File: src/rtl/awg_pkg.sv
package awg_pkg;
  localparam int REG_SEC   = 0;
  localparam int REG_WDOG  = 1;
  localparam int REG_VADDR = 2;
  localparam int REG_VREC  = 3;
  localparam int REG_WIN0  = 4;
  localparam int SEC_GLOBAL = 31;
  localparam int SEC_WIN_LSB = 8;

  typedef struct packed {
    logic [1:0] mid;
    logic [2:0] prot;
    logic       nsec;
    logic       wr;
  } acc_attr_t;
endpackage

File: src/rtl/awg_window.sv
module awg_window #(
  parameter int AW = 32
) (
  input  logic [AW-1:0] addr,
  input  logic          en,
  input  logic [AW-1:0] lo,
  input  logic [AW-1:0] hi,
  input  logic [1:0]    ctl,
  input  logic          nsec,
  input  logic          wr,
  output logic          hit,
  output logic          allow
);
  // inclusive bounds on both ends
  assign hit   = en && (addr >= lo) && (addr <= hi);
  assign allow = (!nsec || ctl[0]) && (!wr || ctl[1]);
endmodule

File: src/rtl/awg_regs.sv
module awg_regs
  import awg_pkg::*;
#(
  parameter int AW   = 32,
  parameter int NWIN = 7,
  parameter int WDW  = 16,
  parameter int RAW  = 5
) (
  input  logic                     clk,
  input  logic                     rst,
  input  logic                     cfg_we,
  input  logic                     cfg_nsec,
  input  logic [RAW-1:0]           cfg_addr,
  input  logic [31:0]              cfg_wdata,
  input  logic [31:0]              rec_word,
  input  logic [AW-1:0]            rec_addr,
  output logic [31:0]              cfg_rdata,
  output logic                     glob_en,
  output logic [NWIN-1:0]          win_en,
  output logic [NWIN-1:0][AW-1:0]  win_lo,
  output logic [NWIN-1:0][AW-1:0]  win_hi,
  output logic [NWIN-1:0][1:0]     win_ctl,
  output logic [WDW-1:0]           wd_limit,
  output logic [3:0]               ser_guard,
  output logic                     rec_clr
);
  localparam logic [31:0] SEC_MASK = (32'h1 << SEC_GLOBAL)
                                   | (((32'h1 << NWIN) - 32'h1) << SEC_WIN_LSB)
                                   | 32'h0000_00FF;

  logic [31:0]             sec_q;
  logic [WDW-1:0]          wd_q;
  logic [NWIN-1:0][AW-1:0] lo_q, hi_q;
  logic [NWIN-1:0][1:0]    ctl_q;
  logic [31:0]             rd_mux;
  logic                    wr_ok, rd_ok;

  assign wr_ok = cfg_we && !(cfg_nsec && sec_q[0]);
  assign rd_ok = !(cfg_nsec && sec_q[1]);

  assign glob_en   = sec_q[SEC_GLOBAL];
  assign win_en    = sec_q[SEC_WIN_LSB +: NWIN];
  assign ser_guard = sec_q[7:4];
  assign win_lo    = lo_q;
  assign win_hi    = hi_q;
  assign win_ctl   = ctl_q;
  assign wd_limit  = wd_q;
  assign rec_clr   = wr_ok && (cfg_addr == RAW'(REG_VREC)) && cfg_wdata[31];

  always_ff @(posedge clk) begin
    if (rst) begin
      sec_q <= '0;
      wd_q  <= '0;
      lo_q  <= '0;
      hi_q  <= '0;
      ctl_q <= '0;
    end else if (wr_ok) begin
      if (cfg_addr == RAW'(REG_SEC))  sec_q <= cfg_wdata & SEC_MASK;
      if (cfg_addr == RAW'(REG_WDOG)) wd_q  <= cfg_wdata[WDW-1:0];
      for (int i = 0; i < NWIN; i++) begin
        if (cfg_addr == RAW'(REG_WIN0 + 3*i))     lo_q[i]  <= cfg_wdata[AW-1:0];
        if (cfg_addr == RAW'(REG_WIN0 + 3*i + 1)) hi_q[i]  <= cfg_wdata[AW-1:0];
        if (cfg_addr == RAW'(REG_WIN0 + 3*i + 2)) ctl_q[i] <= cfg_wdata[1:0];
      end
    end
  end

  always_comb begin
    rd_mux = '0;
    if (cfg_addr == RAW'(REG_SEC))   rd_mux = sec_q;
    if (cfg_addr == RAW'(REG_WDOG))  rd_mux = 32'(wd_q);
    if (cfg_addr == RAW'(REG_VADDR)) rd_mux = 32'(rec_addr);
    if (cfg_addr == RAW'(REG_VREC))  rd_mux = rec_word;
    for (int i = 0; i < NWIN; i++) begin
      if (cfg_addr == RAW'(REG_WIN0 + 3*i))     rd_mux = 32'(lo_q[i]);
      if (cfg_addr == RAW'(REG_WIN0 + 3*i + 1)) rd_mux = 32'(hi_q[i]);
      if (cfg_addr == RAW'(REG_WIN0 + 3*i + 2)) rd_mux = 32'(ctl_q[i]);
    end
  end

  always_ff @(posedge clk) begin
    if (rst) cfg_rdata <= '0;
    else     cfg_rdata <= rd_ok ? rd_mux : 32'h0;
  end

  AST_GUARD_BLOCKS_NS_WRITE: assert property (@(posedge clk) disable iff (rst)
    (cfg_we && cfg_nsec && sec_q[0] && cfg_addr == RAW'(REG_SEC)) |=> $stable(sec_q));
  AST_GUARD_BLOCKS_NS_READ: assert property (@(posedge clk) disable iff (rst)
    (cfg_nsec && sec_q[1] && !cfg_we) |=> (cfg_rdata == 32'h0));
endmodule

File: src/rtl/awg_viol.sv
module awg_viol
  import awg_pkg::*;
#(
  parameter int AW = 32
) (
  input  logic          clk,
  input  logic          rst,
  input  logic          capture,
  input  acc_attr_t     attr,
  input  logic [AW-1:0] addr,
  input  logic          clr,
  output logic [31:0]   rec_word,
  output logic [AW-1:0] rec_addr
);
  logic      valid_q;
  acc_attr_t attr_q;

  always_ff @(posedge clk) begin
    if (rst) begin
      valid_q  <= 1'b0;
      attr_q   <= '0;
      rec_addr <= '0;
    end else begin
      if (clr) begin
        valid_q  <= 1'b0;
        attr_q   <= '0;
        rec_addr <= '0;
      end
      if (capture && (!valid_q || clr)) begin
        valid_q  <= 1'b1;
        attr_q   <= attr;
        rec_addr <= addr;
      end
    end
  end

  assign rec_word = {valid_q, 24'h0, attr_q};

  AST_RECORD_STICKY: assert property (@(posedge clk) disable iff (rst)
    (valid_q && !clr) |=> ($stable(rec_word) && $stable(rec_addr)));
  AST_CLEAR_EMPTIES: assert property (@(posedge clk) disable iff (rst)
    (clr && !capture) |=> (rec_word == 32'h0));
endmodule

File: src/rtl/awg_wdog.sv
module awg_wdog #(
  parameter int WDW = 16
) (
  input  logic           clk,
  input  logic           rst,
  input  logic           pending,
  input  logic [WDW-1:0] limit,
  output logic           timeout
);
  logic [WDW-1:0] cnt;

  always_ff @(posedge clk) begin
    if (rst || !pending) begin
      cnt     <= '0;
      timeout <= 1'b0;
    end else begin
      if (cnt != '1) cnt <= cnt + 1'b1;
      timeout <= (limit != '0) && (cnt >= limit);
    end
  end

  AST_WDOG_IDLE_LOW: assert property (@(posedge clk) disable iff (rst)
    !pending |=> !timeout);
  AST_WDOG_OFF_AT_ZERO: assert property (@(posedge clk) disable iff (rst)
    (limit == '0) |=> !timeout);
endmodule

File: src/rtl/addr_window_guard.sv
module addr_window_guard
  import awg_pkg::*;
#(
  parameter int AW   = 32,
  parameter int NWIN = 7,
  parameter int WDW  = 16,
  parameter int RAW  = 5
) (
  input  logic           clk,
  input  logic           rst,
  input  logic           acc_valid,
  input  logic [AW-1:0]  acc_addr,
  input  logic [1:0]     acc_mid,
  input  logic [2:0]     acc_prot,
  input  logic           acc_nsec,
  input  logic           acc_wr,
  input  logic           acc_pending,
  input  logic           cfg_we,
  input  logic           cfg_nsec,
  input  logic [RAW-1:0] cfg_addr,
  input  logic [31:0]    cfg_wdata,
  output logic [31:0]    cfg_rdata,
  output logic           acc_permit,
  output logic           acc_deny,
  output logic [31:0]    viol_info,
  output logic           wdog_timeout,
  output logic [3:0]     ser_guard
);
  logic                    glob_en;
  logic [NWIN-1:0]         win_en, hit, allow;
  logic [NWIN-1:0][AW-1:0] win_lo, win_hi;
  logic [NWIN-1:0][1:0]    win_ctl;
  logic [WDW-1:0]          wd_limit;
  logic                    rec_clr;
  logic [AW-1:0]           rec_addr;
  logic                    viol_now, decided, bad;
  acc_attr_t               attr;

  assign attr = '{mid: acc_mid, prot: acc_prot, nsec: acc_nsec, wr: acc_wr};

  awg_regs #(.AW(AW), .NWIN(NWIN), .WDW(WDW), .RAW(RAW)) u_regs (
    .clk(clk), .rst(rst), .cfg_we(cfg_we), .cfg_nsec(cfg_nsec),
    .cfg_addr(cfg_addr), .cfg_wdata(cfg_wdata), .rec_word(viol_info),
    .rec_addr(rec_addr), .cfg_rdata(cfg_rdata), .glob_en(glob_en),
    .win_en(win_en), .win_lo(win_lo), .win_hi(win_hi), .win_ctl(win_ctl),
    .wd_limit(wd_limit), .ser_guard(ser_guard), .rec_clr(rec_clr)
  );

  for (genvar i = 0; i < NWIN; i++) begin : g_win
    awg_window #(.AW(AW)) u_win (
      .addr(acc_addr), .en(win_en[i]), .lo(win_lo[i]), .hi(win_hi[i]),
      .ctl(win_ctl[i]), .nsec(acc_nsec), .wr(acc_wr),
      .hit(hit[i]), .allow(allow[i])
    );
  end

  // lowest-numbered matching window decides
  always_comb begin
    decided = 1'b0;
    bad     = 1'b0;
    for (int i = 0; i < NWIN; i++) begin
      if (!decided && hit[i]) begin
        decided = 1'b1;
        bad     = !allow[i];
      end
    end
  end

  assign viol_now = glob_en && bad;

  always_ff @(posedge clk) begin
    if (rst) begin
      acc_permit <= 1'b0;
      acc_deny   <= 1'b0;
    end else begin
      acc_permit <= acc_valid && !viol_now;
      acc_deny   <= acc_valid && viol_now;
    end
  end

  awg_viol #(.AW(AW)) u_viol (
    .clk(clk), .rst(rst), .capture(acc_valid && viol_now), .attr(attr),
    .addr(acc_addr), .clr(rec_clr), .rec_word(viol_info), .rec_addr(rec_addr)
  );

  awg_wdog #(.WDW(WDW)) u_wdog (
    .clk(clk), .rst(rst), .pending(acc_pending), .limit(wd_limit),
    .timeout(wdog_timeout)
  );

  AST_ONE_DECISION: assert property (@(posedge clk) disable iff (rst)
    acc_valid |=> (acc_permit != acc_deny));
  AST_QUIET_WITHOUT_ACCESS: assert property (@(posedge clk) disable iff (rst)
    !acc_valid |=> (!acc_permit && !acc_deny));
  AST_GLOBAL_OFF_PERMITS: assert property (@(posedge clk) disable iff (rst)
    (acc_valid && !glob_en) |=> acc_permit);
  AST_NO_HIT_PERMITS: assert property (@(posedge clk) disable iff (rst)
    (acc_valid && hit == '0) |=> acc_permit);
endmodule

File: config.mk
export PLATFORM = sky130hd
export DESIGN_NAME = addr_window_guard
export DESIGN_NICKNAME = d
export VERILOG_FILES = /design/src/rtl/awg_pkg.sv /design/src/rtl/awg_window.sv /design/src/rtl/awg_regs.sv /design/src/rtl/awg_viol.sv /design/src/rtl/awg_wdog.sv /design/src/rtl/addr_window_guard.sv
export SDC_FILE = /design/constraint.sdc
export NUM_CORES = 2
export LEC_CHECK = 0
export BUFFER_PORTS_ARGS = -buffer_cell sky130_fd_sc_hd__buf_2
export CAP_MARGIN = 20
export CELL_PAD_IN_SITES_DETAIL_PLACEMENT = 1
export CELL_PAD_IN_SITES_GLOBAL_PLACEMENT = 2
export CORE_MARGIN = 5
export CORE_UTILIZATION = 33
export DETAILED_ROUTE_END_ITERATION = 10
export PLACE_DENSITY_LB_ADDON = 0.1
export SKIP_LAST_GASP = 1
export SYNTH_ARGS = -nofsm -noshare
export SYNTH_HDL_FRONTEND = slang
export SYNTH_SLANG_ARGS = --single-unit
export TNS_END_PERCENT = 30
File: constraint.sdc
create_clock -name clk -period 3.9 [get_ports clk]
set_input_delay 0.975 -clock clk [delete_from_list [all_inputs] [get_ports clk]]
set_output_delay 0.975 -clock clk [all_outputs]
set_load 0.01 [all_outputs]
==> flow_summary.toml <==
[logic_synthesis]
synthesis.area_um2 = 35780
netlist-cell-type-count = 71
synth.area.top_cells = "dfxtp_1, ha_1, nand2_1"
ys_ff_latch = 585
synth_edf_count = 0
synth.avg_cell_area_um2 = 7.451
netlist_instances = 4802
synth_top_area_cell = "dfxtp_1"
yosysSeqAreaShare = 0.3273
synth.top_cell.area_share = 0.3273
synthArstFlopShare = 0
synthFlopType = "dfxtp_1"
ys_warn_count = 0

[cells_and_area]
drive_above_1_share = 0.1569
seq_area_um2 = 11710
final_util = 0.4105
multiInputGateArea_um2 = 21500
design_area_um2 = 44070
fillerInstances = 13098
area.growth.synth_to_final_pct = 23.17
layout.nets = 5770

[hold_path]
hold_start = "u_regs.win_hi[45]$_SDFFE_PP0P_"
min_path_type = "flop to flop"

[route]
wl_per_cell_um = 28.24
ant_nets = 0
drc = 0
drt_iter0_drc = 3552
routed_wl_um = 188800
vias = 37660
firstDrtPassIters = 8
routed_via_density = 5.633

[pwr]
internal_power_mw = 10.98
power_density_nw_per_um2 = 347.0
p_leak_nw = 16.06
comb_power_share = 0.130
peakVddDrop_v = 0.0003325
sw_frac_of_total = 0.2819
clkPwrFrac = 0.474
seqPwrFrac = 0.396
p_switching_mw = 4.311

[clock_network]
clk_pin_slew_ns = 0.05
root_buffer = "clkbuf_16"
numClockSinks = 585
clk_latency_ns = 0.67
cts_made_buffers = 75
hold_buffers = 0
htree_levels = 3
cts_tree = "yes"
cts.path.max_buffers = 3

[floorplan]
die_w_um = 339.3
core_um2 = 107400
rows = 120
fp.dieArea_um2 = 115100
start_util = 0.3333
io_pins = 153
die_y_um = 339.3

[critical_path]
cp_data_required_time_ns = 4.46
worstSetupStartpoint = "acc_addr[1]"
criticalPathCategory = "primary input to flop"
critPathLaunchType = "primary input"
crit_path_end_kind = "flop"
worstPathArrival_ns = 4.68
path_max_fanout = 14
r2r_start = "u_regs.win_lo[102]$_SDFFE_PP0P_"

[placed_design]
postPlaceCellArea_um2 = 41280
place_ws_ns = -1.310
dp.final_hpwl_um = 140700
io_buffer_count = 128
routabilityCongestion = 0.9736

[grt]
grt_util_all_layers = 0.3165
overflow = 0
grt_antenna_before_repair = 21
grt_max_degree = 132
grt_pass1_wl_um = 268400
grt_pass1_vias = 36885

[timing]
timing.final.max_slew_violations = 0
period_share = 1.056
grt_setup_unrepaired = "true"
skew_ns = 0.03255
worstMarginPinSlew_ns = 1.112
maxSlewHeadroom = 0.2575
layout_min_cycle_time_ns = 4.120
hold_viol = 0
setup_ws_ns = -0.2196
max_freq_mhz = 242.7
setup_viol = 42

[flow_run]
cap_violations = 0

[status]
status = "finished, violations left"
violations = "setup timing"
state kept, by name, summed over array words and instances (netlist names), 7 cells and up:
signal	flops
u_viol.rec_word	7
u_regs.win_hi	224
u_regs.wd_limit	16
u_regs.win_ctl	14
u_regs.sec_q	16
u_regs.cfg_rdata	32
u_regs.win_lo	224
u_wdog.cnt	16
u_viol.rec_addr	32
power by group through the flow:
| stage | Sequential [mW] | Clock, mW | Combinational (mW) |
|---|---|---|---|
| after floorplan | 6.18 | 0 | 0.870 |
| after global placement | 6.19 | 0 | 1.88 |
| after detailed placement | 6.19 | 0 | 1.91 |
| after CTS | 6.06 | 7.37 | 1.94 |
| after global routing | 6.06 | 7.61 | 2.12 |
| final | 6.06 | 7.25 | 1.98 |
layer usage:
layer,GRT usage,part of all wire,vias to the layer above
met4,0.08861,0.033,10
met5,0,0.00040,-
met2,0.4735,0.41,1296
met3,0.05861,0.080,251
met1,0.4641,0.47,18806
li1,-,-,17297
kinds of logic after synthesis:
| group | count (synthesis) | share of synthesized area |
|---|---|---|
| simple gates | 1698 | 0.2018 |
| compound gates | 1206 | 0.2037 |
| buf+inv | 781 | 0.08634 |
| flops | 585 | 0.3273 |
| fa+ha+maj | 465 | 0.1626 |
| mux | 55 | 0.01539 |
| xor+xnor | 11 | 0.002693 |
| other cells | 1 | 0.0001048 |
cells in the mapped netlist, drive strengths merged, types with 7 or more instances:
cell type  number
buf            37
o211ai         34
o221ai         16
a21oi         690
o21ai         125
nor4           19
inv           473
and4            7
a31oi          25
nor2          147
o21a            9
and3           10
a222oi         40
ha            465
nand2        1172
nand2b         52
a22oi          42
nand4         100
dfxtp         585
nand3          87
a22o           18
nor3           42
clkbuf        271
nor2b          33
mux2i          55
a21o           45
a211oi         20
a2111oi        10
o22ai          14
a221oi         57
final timing paths:
kind	end	slack (ns)	cells past startpoint
worst min-delay path	u_regs.win_hi[45]$_SDFFE_PP0P_	0.46	2
worst max register to register	u_viol.rec_addr[25]$_SDFFE_PP0P_	-0.17	15
worst max-delay path	u_viol.rec_addr[25]$_SDFFE_PP0P_	-0.22	17
worst min register to register	u_regs.win_hi[45]$_SDFFE_PP0P_	0.46	2
worst max-delay path: stages:
cell       delay, ns
buf_2           0.14
buf_8           0.17
ha_1            0.31
nor2b_1         0.13
o211ai_1        0.46
a2111oi_1       0.17
buf_4           0.17
or4_1           0.60
nand3_1         0.15
o211ai_1        0.16
nand3_1         0.16
buf_4           0.12
o21ai_1         0.11
o2bb2ai_4       0.21
nor2_8          0.22
buf_12          0.17
mux2i_1         0.20
layout make-up:
| class | count | area share |
|---|---|---|
| antenna | 6 | 0.0003407 |
| clock buffer | 112 | 0.05147 |
| clock inverter | 19 | 0.004826 |
| inverter | 473 | 0.04037 |
| multi-input combinational | 3459 | 0.4877 |
| sequential | 585 | 0.2658 |
| tap | 1403 | 0.03983 |
| timing repair buffer | 629 | 0.1096 |
repair_timing:
item,in CTS,in global routing
resized for setup,42,16
setup endpoints to repair,42,42
buffers inserted,6,5
gates cloned,1,0
pin swaps,18,13
metrics by stage:
stage          setup TNS, ns  cells  hold slack (ns)  power (mW)
6_report              -7.013   6686           0.4563       15.29
5_1_grt               -12.76   6681           0.4751       15.80
4_1_cts               -3.394   6677           0.4567       15.38
3_5_place_dp          -53.27   6541           0.4468       8.101
3_3_place_gp          -50.36   6540           0.4379       8.073
2_1_floorplan         -5.520   4825           0.4301       7.050
cell usage in the layout, fill, tap and decap left out, drive strengths merged, types with 57 or more instances in the layout:
cell	synthesis	layout
ha	465	465
nand2	1172	1172
nand3	87	87
a21oi	690	690
clkbuf	271	112
inv	473	474
a221oi	57	57
nand4	100	100
o21ai	125	125
nor2	147	147
dfxtp	585	585
buf	37	629
Note: power is estimated with default switching activity, not from simulation.
